`src/rtl/can_fc_pkg.sv`:
```
package can_fc_pkg;

   typedef enum logic [1:0] {
      FC_ACTIVE  = 2'b00,
      FC_PASSIVE = 2'b01,
      FC_BUSOFF  = 2'b10
   } fc_state_e;

endpackage

```
`src/rtl/can_fc_counter.sv`:
```
module can_fc_counter #(
   parameter int W        = 8,
   parameter int STEP     = 1,
   parameter bit SATURATE = 1'b1
) (
   input  logic         clk,
   input  logic         rst_n,
   input  logic         clr,
   input  logic         hold,
   input  logic         err,
   input  logic         ok,
   output logic [W-1:0] cnt
);

   localparam int         MAXV   = (1 << W) - 1;
   localparam logic [W:0] STEP_X = (W+1)'(STEP);

   if (W < 2 || W > 16) begin : g_bad_width
      $error("can_fc_counter: W out of range");
   end
   if (STEP < 1 || STEP >= MAXV) begin : g_bad_step
      $error("can_fc_counter: STEP must be between 1 and 2**W-2");
   end

   logic [W:0]   sum;
   logic [W-1:0] up_val;
   logic [W-1:0] down_val;

   assign sum      = {1'b0, cnt} + STEP_X;
   assign down_val = (cnt == '0) ? '0 : cnt - 1'b1;

   if (SATURATE) begin : g_sat
      assign up_val = sum[W] ? {W{1'b1}} : sum[W-1:0];
   end else begin : g_wrap
      assign up_val = sum[W-1:0];
   end

   always_ff @(posedge clk or negedge rst_n) begin
      if (!rst_n)      cnt <= '0;
      else if (clr)    cnt <= '0;
      else if (!hold) begin
         if (err)      cnt <= up_val;
         else if (ok)  cnt <= down_val;
      end
   end

   AST_STEP_UP: assert property (@(posedge clk) disable iff (!rst_n)
      (!clr && !hold && err && !sum[W]) |=> (cnt == $past(cnt) + W'(STEP)));

   if (SATURATE) begin : g_sat_chk
      AST_SATURATE: assert property (@(posedge clk) disable iff (!rst_n)
         (!clr && !hold && err && sum[W]) |=> (cnt == {W{1'b1}}));
   end

   AST_STEP_DOWN: assert property (@(posedge clk) disable iff (!rst_n)
      (!clr && !hold && !err && ok && cnt != '0) |=> (cnt == $past(cnt) - 1'b1));

   AST_FLOOR: assert property (@(posedge clk) disable iff (!rst_n)
      (!clr && !err && cnt == '0) |=> (cnt == '0));

   AST_FROZEN: assert property (@(posedge clk) disable iff (!rst_n)
      (!clr && hold) |=> $stable(cnt));

   AST_CLEAR: assert property (@(posedge clk) disable iff (!rst_n)
      clr |=> (cnt == '0));

endmodule

```
`src/rtl/can_fc_state_map.sv`:
```
module can_fc_state_map
   import can_fc_pkg::*;
#(
   parameter int TEC_W       = 9,
   parameter int REC_W       = 8,
   parameter int PASSIVE_LIM = 128,
   parameter int BUSOFF_LIM  = 256
) (
   input  logic [TEC_W-1:0] tec,
   input  logic [REC_W-1:0] rec,
   output fc_state_e        state,
   output logic             flag_recessive,
   output logic             flag_enable
);

   if (BUSOFF_LIM >= (1 << TEC_W)) begin : g_bad_busoff
      $error("can_fc_state_map: transmit counter too narrow for bus-off limit");
   end
   if (PASSIVE_LIM >= BUSOFF_LIM || PASSIVE_LIM < 1) begin : g_bad_passive
      $error("can_fc_state_map: passive limit must lie below bus-off limit");
   end

   logic tec_busoff;
   logic any_passive;

   assign tec_busoff  = (32'(tec) >= BUSOFF_LIM);
   assign any_passive = (32'(tec) >= PASSIVE_LIM) || (32'(rec) >= PASSIVE_LIM);

   always_comb begin
      if (tec_busoff)       state = FC_BUSOFF;
      else if (any_passive) state = FC_PASSIVE;
      else                  state = FC_ACTIVE;
   end

   assign flag_recessive = (state == FC_PASSIVE);
   assign flag_enable    = (state != FC_BUSOFF);

endmodule

```
`src/rtl/can_fault_confine.sv`:
```
module can_fault_confine
   import can_fc_pkg::*;
#(
   parameter int TEC_W       = 9,
   parameter int REC_W       = 8,
   parameter int TX_STEP     = 8,
   parameter int RX_STEP     = 1,
   parameter int PASSIVE_LIM = 128,
   parameter int BUSOFF_LIM  = 256
) (
   input  logic             clk,
   input  logic             rst_n,
   input  logic             tx_err_i,
   input  logic             rx_err_i,
   input  logic             tx_ok_i,
   input  logic             rx_ok_i,
   input  logic             restrict_i,
   input  logic             recover_i,
   output logic [TEC_W-1:0] tec_o,
   output logic [REC_W-1:0] rec_o,
   output logic [1:0]       state_o,
   output logic             flag_recessive_o,
   output logic             flag_enable_o
);

   fc_state_e state;
   logic      bus_off;
   logic      freeze;

   assign bus_off = (state == FC_BUSOFF);
   assign freeze  = restrict_i | bus_off;

   can_fc_counter #(.W(TEC_W), .STEP(TX_STEP), .SATURATE(1'b1)) u_tec (
      .clk  (clk),
      .rst_n(rst_n),
      .clr  (recover_i),
      .hold (freeze),
      .err  (tx_err_i),
      .ok   (tx_ok_i),
      .cnt  (tec_o)
   );

   can_fc_counter #(.W(REC_W), .STEP(RX_STEP), .SATURATE(1'b1)) u_rec (
      .clk  (clk),
      .rst_n(rst_n),
      .clr  (recover_i),
      .hold (freeze),
      .err  (rx_err_i),
      .ok   (rx_ok_i),
      .cnt  (rec_o)
   );

   can_fc_state_map #(
      .TEC_W(TEC_W), .REC_W(REC_W),
      .PASSIVE_LIM(PASSIVE_LIM), .BUSOFF_LIM(BUSOFF_LIM)
   ) u_map (
      .tec           (tec_o),
      .rec           (rec_o),
      .state         (state),
      .flag_recessive(flag_recessive_o),
      .flag_enable   (flag_enable_o)
   );

   assign state_o = state;

   AST_BUSOFF_STICKY: assert property (@(posedge clk) disable iff (!rst_n)
      (bus_off && !recover_i) |=> (state_o == FC_BUSOFF));

   AST_RECOVER_ACTIVE: assert property (@(posedge clk) disable iff (!rst_n)
      recover_i |=> (state_o == FC_ACTIVE && flag_enable_o));

   AST_BUSOFF_SILENT: assert property (@(posedge clk) disable iff (!rst_n)
      (state_o == FC_BUSOFF) |-> (!flag_enable_o && !flag_recessive_o));

endmodule

```
`config.mk`:
```
export PLATFORM = sky130hd
export DESIGN_NAME = can_fault_confine
export DESIGN_NICKNAME = d
export VERILOG_FILES = /design/src/rtl/can_fc_pkg.sv /design/src/rtl/can_fc_counter.sv /design/src/rtl/can_fc_state_map.sv /design/src/rtl/can_fault_confine.sv
export SDC_FILE = /design/constraint.sdc
export NUM_CORES = 1
export LEC_CHECK = 0
export BUFFER_PORTS_ARGS = -buffer_cell sky130_fd_sc_hd__buf_2
export CAP_MARGIN = 20
export CORE_ASPECT_RATIO = 1.2
export CORE_UTILIZATION = 45
export DETAILED_ROUTE_END_ITERATION = 8
export PLACE_DENSITY = 0.7
export SLEW_MARGIN = 20
export SYNTH_ARGS = -nofsm -noshare
export SYNTH_HDL_FRONTEND = slang
export SYNTH_HIERARCHICAL = 1
export SYNTH_SLANG_ARGS = --single-unit
```
`constraint.sdc`:
```
create_clock -name clk -period 2.5 [get_ports clk]
set_input_delay 0.125 -clock clk [delete_from_list [all_inputs] [get_ports clk]]
set_output_delay 0.125 -clock clk [all_outputs]
set_load 0.005 [all_outputs]
```
# ---- Word level (Yosys, flattened, before mapping)
# Index checks and enable logic that the tools add are counted.
dict set report totals {
  in_bits 8
  elab_cells 35
  output_inout_bits 21
  reg_bits 17
}
dict set report op_classes {
  eq_ne 4
  reduce_logical 7
  n_lt_le_gt_ge 3
  bitwise 1
  muxes 14
  addsub 4
}
# op n
set ops {}
lappend ops {{$mux 9} 6}
lappend ops {{$mux 8} 6}
lappend ops {{$add 9x4->10 const B} 1}
lappend ops {{$add 8x1->9 const B} 1}
lappend ops {{$ge 9x8->1 const B} 1}
lappend ops {{$ge 9x9->1 const B} 1}
lappend ops {{$logic_not 9->1} 1}
lappend ops {{$sub 9x1->9 const B} 1}
lappend ops {{$ge 8x8->1 const B} 1}
lappend ops {{$logic_not 8->1} 1}
lappend ops {{$sub 8x1->8 const B} 1}
lappend ops {{$reduce_bool 3->1} 2}
lappend ops {{$ne 2x2->1 const B} 2}
lappend ops {{$reduce_and 2->1} 2}
lappend ops {{$eq 2x1->1 const B} 1}
lappend ops {{$eq 2x2->1 const B} 1}
lappend ops {{$mux 2} 1}
lappend ops {{$logic_or 1x1->1} 1}
lappend ops {{$mux 1} 1}
lappend ops {{$or 1x1->1} 1}

# ---- Logic depth before layout (Yosys ltp)
# Gate-level depths: netlist (run 1).
dict set report logic_depth {
  word_depth 8
  mapped_depth 9
}

# ---- Hierarchy
# Netlist (run 1), hierarchy kept.
# module area_each_um2 cells_each seq_area_each_um2 n_inst
set modules_own_cells {}
lappend modules_own_cells {{can_fc_counter (u_tec)} 789.5 93 225.2 1}
lappend modules_own_cells {{can_fc_counter (u_rec)} 719.4 91 200.2 1}
lappend modules_own_cells {can_fc_state_map 32.5 5 0.0 1}
lappend modules_own_cells {can_fault_confine 11.3 2 0.0 1}

# ---- Worst setup path after synthesis (run 1)
# No wires, ideal clock.
dict set report synth_path {
  path_kind {register -> register}
  startpoint {register u_tec.cnt[8]}
  endpoint {register u_tec.cnt[7]}
  setup_ns 0.077
  path_slack_ns 0.575
  stages_incl_launch_ff 10
  arrival_time_ns 1.847
  cell_sequence {dfrtp_1 > o21ba_1 > buf_4 > inv_1 > a21o_1 > o21ba_2 > buf_4 > nor2_1 > a311o_1 > a21oi_1}
}
dict set report synth_between {
  elab_chain_cells 8
}
# element line_no
set synth_lines {}
lappend synth_lines {{from (decl)} can_fc_counter.sv:12} ;# output logic [W-1:0] cnt
lappend synth_lines {{from (signal assigned)} can_fc_counter.sv:42} ;# if (err) cnt <= up_val;
lappend synth_lines {{from (signal assigned)} can_fc_counter.sv:43} ;# else if (ok) cnt <= down_val;
lappend synth_lines {{$ge 9x8->1} can_fc_state_map.sv:27} ;# assign any_passive = (32'(tec) >= PASSIVE_LIM) || (32'(rec) >= PASSIVE_LIM);
lappend synth_lines {{$logic_or 1x1->1} can_fc_state_map.sv:27}
lappend synth_lines {{$mux 1} can_fc_state_map.sv:31} ;# else if (any_passive) state = FC_PASSIVE;
lappend synth_lines {{$mux 2 (*)} can_fc_state_map.sv:30} ;# if (tec_busoff) state = FC_BUSOFF;
lappend synth_lines {{named net state_o[0]} can_fault_confine.sv:21} ;# output logic [1:0] state_o,
lappend synth_lines {{$eq 2x2->1 (*)} can_fault_confine.sv:30} ;# assign bus_off = (state == FC_BUSOFF);
lappend synth_lines {{$or 1x1->1 (*)} can_fault_confine.sv:31} ;# assign freeze = restrict_i | bus_off;
lappend synth_lines {{named net freeze} can_fault_confine.sv:28} ;# logic freeze;
lappend synth_lines {{$ne 2x2->1 (no source line) (*)} -}
lappend synth_lines {{$reduce_and 2->1 (no source line) (*)} -}
# Mark *: on every way through the listed nets, which the timed path passes. The rest lies on a longest branch. The select of a mux whose other input is x is not followed.
# A chain may end at the register's enable or synchronous reset.

# ---- Worst setup path in the final report (run 1)
dict set report layout_path {
  startpoint {register u_tec.cnt[8]}
  endpoint {register u_rec.cnt[3]}
}
dict set report layout_between {
  elab_chain_cells 8
}
# element line_no
set layout_lines {}
lappend layout_lines {{$ge 9x8->1} can_fc_state_map.sv:27}
lappend layout_lines {{$logic_or 1x1->1} can_fc_state_map.sv:27}
lappend layout_lines {{$mux 1} can_fc_state_map.sv:31}
lappend layout_lines {{$mux 2 (*)} can_fc_state_map.sv:30}
lappend layout_lines {{$eq 2x2->1 (*)} can_fault_confine.sv:30}
lappend layout_lines {{$or 1x1->1 (*)} can_fault_confine.sv:31}
lappend layout_lines {{named net freeze} can_fault_confine.sv:28}
lappend layout_lines {{$ne 2x2->1 (no source line) (*)} -}
lappend layout_lines {{$reduce_and 2->1 (no source line) (*)} -}
lappend layout_lines {{to (signal assigned)} can_fc_counter.sv:42}
lappend layout_lines {{to (signal assigned)} can_fc_counter.sv:43}
lappend layout_lines {{to (decl)} can_fc_counter.sv:12}
# Mark *: on every way through the listed nets, which the timed path passes. The rest lies on a longest branch.

==> summary.txt, run 1 <==
Route
  – Vias: 1507
  – Post-DRT Antenna Nets: 0
  – Initial DRC Count: 77
  – Routed WL per cell: 15.1 um
  – Met3 WL: 162 um
  – WL final: 3760 um
  – DRT Pass-1 Iters: 4
  – Residual DRC: 0
  – Wire length on met2: 1890 um
  – Highest metal layer with signal wires: met4
  – DRT met1 WL: 1690 um
  – Via density: 6.03

Outcome
  – Status: complete, no violations

CTS
  – Skew-Pair Late Insertion Delay: 260 ps
  – CTS buffer count: 3
  – Clk root buf: clkbuf_8
  – Post-cts repair resize count: 0
  – CTS max path bufs: 2
  – H-tree depth: 1
  – Post-CTS setup repair buffer count: 0
  – CTS tree: done
  – Clock-pin slew on the worst setup and hold paths: 80 ps
  – CTS Sinks: 17
  – Hold_buf cts: 1

Logic synthesis
  – Part of the Yosys area used for sequential elements: 0.274
  – Post-synthesis instance total: 191
  – Synth Cell Area: 0.00155 mm2
  – Post-Syn Area per Cell: 8.13 um2
  – Synth top area cells: dfrtp_1, ha_1, a21oi_1
  – Library cells used by synthesis: 54
  – Post-synth EDFFs: 0
  – Synth area leader: dfrtp_1
  – Post-synth ARST share: 1.00
  – Synth Flop Type: dfrtp_1
  – #FFs+latches synth: 17
  – Syn Nets: 206
  – Most frequent cells after synthesis: a21oi_1, dfrtp_1, nor2_1, inv_1, o21ai_0
  – Synth warn: 6
  – Top-area cell type share of the netlist area: 0.274

Timing
  – Worst slew pin tran: 627 ps
  – Fmax: 0.505 GHz
  – Worst Skew: 4.69 ps
  – Crit path time final: 1980 ps
  – Fin. Hold Viols: 0
  – Final setup fails: 0
  – Slew headroom: 0.579
  – Total Neg Setup Slack: 0 ps
  – Slew Viols, Final: 0
  – Final period utilization: 0.792
  – RSZ-0062 raised after global routing: false

Worst setup path
  – Reg2reg start: u_tec/cnt[8]$_DFFE_PN0P_
  – WP data required: 2680 ps
  – FF-to-FF setup slack: 520 ps
  – R2r endpoint: u_rec/cnt[3]$_DFFE_PN0P_
  – Crit Path Max Fanout: 9
  – Crit. End Element: register
  – CP Launch Type: register
  – Critical path type: reg -> reg
  – Path depth of the worst reg2reg path: 7
  – CP arrival: 2160 ps

Power
  – Clock power frac: 0.247
  – Switching pwr: 0.000335 W
  – Net Sw Frac: 0.379
  – Internal power: 0.000549 W
  – Sequential share of power: 0.399
  – VDD IR max: 0.276 mV
  – P per Cell Area: 512 mW/mm2
  – Logic gate share of total power: 0.355
  – Lkg Pwr: 0.774 nW

Global routing
  – Number of antenna violations at the first check in global routing: 0
  – GRT Total Usage: 0.215
  – Vias in the first global route: 1347
  – Largest net degree at the start of global routing: 18
  – First-pass GRT wire length: 6370 um
  – Total gr overflow: 0

Finish
  – Share of post-route cells with drive strength above 1: 0.188
  – Antenna diodes: 0
  – Layout fillers: 325
  – P&R area growth vs syn: 11.1%
  – Fin nets: 229
  – Finished Layout Cells: 250

Floorplan
  – Io pins: 29
  – Die W: 55.6 um
  – Die footprint: 0.00369 mm2
  – Site Rows: 23
  – CORE AREA: 0.00331 mm2
  – Die Ht: 66.4 um
  – Initial Util: 0.469

Min path
  – Hold EP: u_tec/cnt[6]$_DFFE_PN0P_
  – HP Class: in -> reg
  – Hold depth: 2
  – Hold Startpoint: recover_i

Placed design
  – Dpl cells: 245
  – Dpl hpwl: 2740 um
  – PortBufs: 28
  – GP Congestion: 0.796

Flow run
  – Max-cap viol count: 0
==> metal layers <==
layer	track usage	vias to the layer above
li1	-	747
met1	0.275	711
met2	0.370	47
met3	0.0294	2
met4	0.0781	0
met5	0	-
==> power by group through the flow <==
stage / Sequential, W / Clock (W) / Combinational [W]
finish: 0.000352 / 0.000218 / 0.000313
floorplan: 0.000337 / 0 / 0.000248
global placement: 0.000357 / 0 / 0.000309
CTS: 0.000352 / 0.000225 / 0.000311
global route: 0.000359 / 0.000235 / 0.000351
detailed placement: 0.000357 / 0 / 0.000309
==> worst max path at each step <==
stage | cells past startpoint | endpoint | startpoint | slack, ps
after floorplan | 9 | u_tec/cnt[7]$_DFFE_PN0P_ | u_tec/cnt[8]$_DFFE_PN0P_ | 580
after global placement | 7 | u_rec/cnt[3]$_DFFE_PN0P_ | u_tec/cnt[8]$_DFFE_PN0P_ | 550
after detailed placement | 7 | u_rec/cnt[3]$_DFFE_PN0P_ | u_tec/cnt[8]$_DFFE_PN0P_ | 540
after CTS | 7 | u_rec/cnt[3]$_DFFE_PN0P_ | u_tec/cnt[8]$_DFFE_PN0P_ | 510
after global routing | 7 | u_rec/cnt[3]$_DFFE_PN0P_ | u_tec/cnt[7]$_DFFE_PN0P_ | 310
final | 7 | u_rec/cnt[3]$_DFFE_PN0P_ | u_tec/cnt[8]$_DFFE_PN0P_ | 520
==> layout by cell type (no fill, tap or decap), drive strengths merged, types with 2 or more instances in the layout <==
cell,netlist,layout
o21ai,11,11
ha,7,7
o211ai,4,4
o31ai,4,4
a211oi,4,4
nand3,8,8
inv,15,15
a21oi,17,17
dfrtp,17,17
nand4,7,7
nand2,10,10
mux2i,3,3
and2,2,2
a311o,2,2
a21o,4,4
buf,11,29
nor3,6,6
nand2b,4,4
a31oi,4,4
o21a,2,2
clkbuf,1,3
nor2,17,17
or3,2,2
or2,2,2
o21ba,2,2
nor2b,2,2
nor4,2,2
xor2,3,3
==> final cells by class <==
| type | instances | area (um2) | share of cell area |
|---|---|---|---|
| Sequential cell | 17 | 425 | 0.247 |
| Inverter | 15 | 56.3 | 0.0326 |
| Clock buffer | 3 | 41.3 | 0.0239 |
| Multi-Input combinational cell | 147 | 991 | 0.574 |
| Tap cell | 37 | 46.3 | 0.0268 |
| Clock inverter | 1 | 7.51 | 0.00435 |
| Timing Repair Buffer | 30 | 158 | 0.0914 |
==> through the flow <==
| stage | total power [W] | cell area (um2) | setup slack (ps) | utilization | hold slack, ps |
|---|---|---|---|---|---|
| 5_1_grt | 0.000944 | 1730 | 314 | 0.521 | 239 |
| 2_1_floorplan | 0.000585 | 1550 | 575 | - | -171 |
| 3_5_place_dp | 0.000666 | 1670 | 536 | 0.504 | 73.9 |
| 3_3_place_gp | 0.000665 | 1670 | 550 | 0.504 | 71.6 |
| 6_report | 0.000883 | 1730 | 520 | 0.521 | 216 |
| 4_1_cts | 0.000888 | 1730 | 514 | 0.521 | 215 |
==> sequential cells by signal, summed over array words and instances, names as in the netlist <==
name,count
u_tec/cnt,9
u_rec/cnt,8
==> logic make-up after synthesis <==
| kind of cell | count (synthesis) | share of synthesized area |
|---|---|---|
| and+or+nand+nor | 69 | 0.255 |
| AOI/OAI and AO/OA | 65 | 0.291 |
| buffers and inverters | 27 | 0.0878 |
| DFF | 17 | 0.274 |
| adders and majority gates | 7 | 0.0564 |
| xor gates and xnor gates | 3 | 0.0169 |
| muxes | 3 | 0.0193 |
==> critical path: stages, from the launching register on <==
cell and delay (ps):
dfrtp_1 460, o21ba_1 280, inv_1 40, a21o_1 230
nor3_1 280, and2_0 340, a31oi_1 120, mux2i_1 150
No activity file was read; power rests on OpenSTA's default activity.
==> run 2: changes to the inputs <==
==> constraint.sdc (replaced) <==
create_clock -name clk -period 1.9 [get_ports clk]
set_input_delay 0.095 -clock clk [delete_from_list [all_inputs] [get_ports clk]]
set_output_delay 0.095 -clock clk [all_outputs]
set_load 0.005 [all_outputs]
==> run 2 against run 1 <==
Against the previous run: global-route usage is 1.1 points higher; first-iteration DRC count is 23% lower; core utilization grew 3.3 points; non-clock buffer count is 14 higher; cell area increased by 6.3%; largest cell class unchanged; worst hold slack lost 4.0 ps; sequential power increased by 23%; largest power group is now combinational cells; cell count grew 5.6%; sequential cell count unchanged; power is 37% higher; clock skew shrank 3.4 ps; count of clock-buffer cells in the layout is the same.
==> summary.txt, run 2 (synthesis results as in run 1) <==
Outcome
  – Status: complete, no violations (unchanged)

Worst setup path
  – WP data required: 2090 ps (was 2680 ps)
  – CP Launch Type: register (unchanged)
  – Crit path from: u_tec/cnt[8]$_DFFE_PN0P_ (unchanged)
  – Cell Chain, Critical Path: o21ba_4, inv_1, a21o_1, nor3_1, nand2_1, a211oi_1, a221o_1 (was o21ba_1, inv_1, a21o_1, nor3_1, and2_0, a31oi_1, mux2i_1)
  – Buffers & Inverters on Critical Path: 1 (unchanged)
  – Crit. End Element: register (unchanged)
  – Largest stage delay, worst path: 380 ps (was 460 ps)
  – CP max-delay cell: dfrtp_1 (unchanged)
  – Crit path max-delay family: compound AO/OA/AOI/OAI gates (unchanged)
  – Crit Path Max Fanout: 7 (was 9)
  – Critical path type: reg -> reg (unchanged)
  – CP arrival: 2010 ps (was 2160 ps)
  – Reg2reg start: u_tec/cnt[8]$_DFFE_PN0P_ (unchanged)

Finish
  – Largest register FFs: 9 (unchanged)
  – Largest reg by FF count: u_tec/cnt (unchanged)
  – Largest registers: u_tec/cnt (9), u_rec/cnt (8) (unchanged)
  – P&R area growth vs syn: 18.1% (was 11.1%)
  – Finished Layout Cells: 264 (was 250)
  – Most common cell after layout, fill and taps aside: buf_2 (unchanged)
  – Share of post-route cells with drive strength above 1: 0.242 (was 0.188)
  – Cell area after layout: 0.00183 mm2 (was 0.00173 mm2)
  – Antenna diodes: 0 (unchanged)
  – Most frequent cells in the layout: buf_2, nor2_1, a21oi_1, dfrtp_1 (was buf_2, nor2_1, a21oi_1, dfrtp_1, inv_1)
  – Fin nets: 243 (was 229)

CTS
  – CTS tree: done (unchanged)
  – CTS max path bufs: 2 (unchanged)
  – Skew-Pair Late Insertion Delay: 250 ps (was 260 ps)
  – Clock-pin slew on the worst setup and hold paths: 70 ps (was 80 ps)
  – CTS Sinks: 17 (unchanged)
  – CTS buffer count: 3 (unchanged)
  – Clk root buf: clkbuf_8 (unchanged)
  – H-tree depth: 1 (unchanged)

Route
  – Vias: 1561 (was 1507)
  – Post-DRT Antenna Nets: 0 (unchanged)
  – Residual DRC: 0 (unchanged)
  – DRT Pass-1 Iters: 8 (was 4)
  – Initial DRC Count: 59 (was 77)
  – Via density: 5.91 (was 6.03)
  – Routed WL per cell: 14.9 um (was 15.1 um)
  – WL final: 3920 um (was 3760 um)

Timing
  – Final period utilization: 0.955 (was 0.792)
  – Fin Hold WS: 212 ps (was 216 ps)
  – Slew headroom: 0.702 (was 0.579)
  – Total Neg Setup Slack: 0 ps (unchanged)
  – Fmax: 0.551 GHz (was 0.505 GHz)
  – RSZ-0062 raised after global routing: true (was false)
  – Crit path time final: 1810 ps (was 1980 ps)
  – Worst slew pin tran: 447 ps (was 627 ps)
  – Slew Viols, Final: 0 (unchanged)
  – Worst Skew: 1.29 ps (was 4.69 ps)
  – Fin. Hold Viols: 0 (unchanged)
  – Final setup fails: 0 (unchanged)

Floorplan
  – Die Ht: 66.4 um (unchanged)
  – CORE AREA: 0.00331 mm2 (unchanged)
  – Site Rows: 23 (unchanged)
  – Die W: 55.6 um (unchanged)
  – Die footprint: 0.00369 mm2 (unchanged)
  – Initial Util: 0.469 (unchanged)
  – Io pins: 29 (unchanged)

Global routing
  – Number of antenna violations at the first check in global routing: 0 (unchanged)
  – Total gr overflow: 0 (unchanged)
  – Vias in the first global route: 1484 (was 1347)
  – First-pass GRT wire length: 6660 um (was 6370 um)
  – GRT Total Usage: 0.226 (was 0.215)
  – Largest net degree at the start of global routing: 18 (unchanged)

Placed design
  – DP Area: 0.00178 mm2 (was 0.00167 mm2)
  – GP Congestion: 0.828 (was 0.796)
  – Dpl cells: 259 (was 245)
  – PortBufs: 28 (unchanged)
  – Dpl hpwl: 2960 um (was 2740 um)

Power
  – Design Power: 0.00121 W (was 0.000883 W)
  – VDD IR max: 0.354 mV (was 0.276 mV)
  – Lkg Pwr: 0.850 nW (was 0.774 nW)
  – P per Cell Area: 658 mW/mm2 (was 512 mW/mm2)

Min path
  – HP Class: in -> reg (unchanged)
  – Hold Startpoint: recover_i (unchanged)

Flow run
  – Max-cap viol count: 0 (unchanged)
==> run 2: cell count changes in the layout (fill, tap and decap cells not counted) <==
cell,change
o21ba_4,+1
clkinv_2,+1
buf_4,+14
o21ba_1,-1
clkinvlp_4,-1
and2_1,+1
and2_0,-1
==> run 2: layout make-up <==
cell class | instances | area, um2
fill | 312 | 1480
multi-input combinational | 147 | 997
sequential | 17 | 425
timing repair buffer | 44 | 263
inverter | 15 | 56.3
tap | 37 | 46.3
clock buffer | 3 | 41.3
clock inverter | 1 | 5.00
==> run 2: repair_timing <==
item,CTS,global route
gates resized for setup,0,1
buffers inserted,0,0
setup endpoints to repair,0,6
hold buffers,1,0
endpoints found under the hold margin,17,0
==> run 2: final timing paths <==
path                                       endpoint  slack, ps  cells past startpoint
max                        u_rec/cnt[2]$_DFFE_PN0P_         90                      7
min                        u_tec/cnt[6]$_DFFE_PN0P_        210                      2
max reg2reg                u_rec/cnt[2]$_DFFE_PN0P_         90                      7
min reg2reg                u_rec/cnt[1]$_DFFE_PN0P_        620                      3
max in group asynchronous  u_rec/cnt[5]$_DFFE_PN0P_       1300                      2
min in group asynchronous  u_tec/cnt[6]$_DFFE_PN0P_        310                      2
==> run 2: stage by stage <==
| stage | setup WS (ps) | util |
|---|---|---|
| finish | 86.1 | 0.554 |
| global route | -36.0 | 0.554 |
| CTS | 82.1 | 0.554 |
| detailed placement | 92.1 | 0.537 |
| global placement | 159 | 0.537 |
| floorplan | 3.80 | - |
==> run 2: layer usage <==
metal / track usage / vias to the layer above / routed length (um)
met1: 0.270 / 735 / 1720
met5: 0 / - / 0
met3: 0.0254 / 8 / 153
li1: - / 771 / -
met2: 0.413 / 47 / 1960
met4: 0.0906 / 0 / 89
==> run 2: power breakdown <==
part,switching (W),total [W],internal [W]
sequential,0.0000412,0.000433,0.000392
combinational,0.000274,0.000497,0.000223
clock,0.000132,0.000277,0.000145
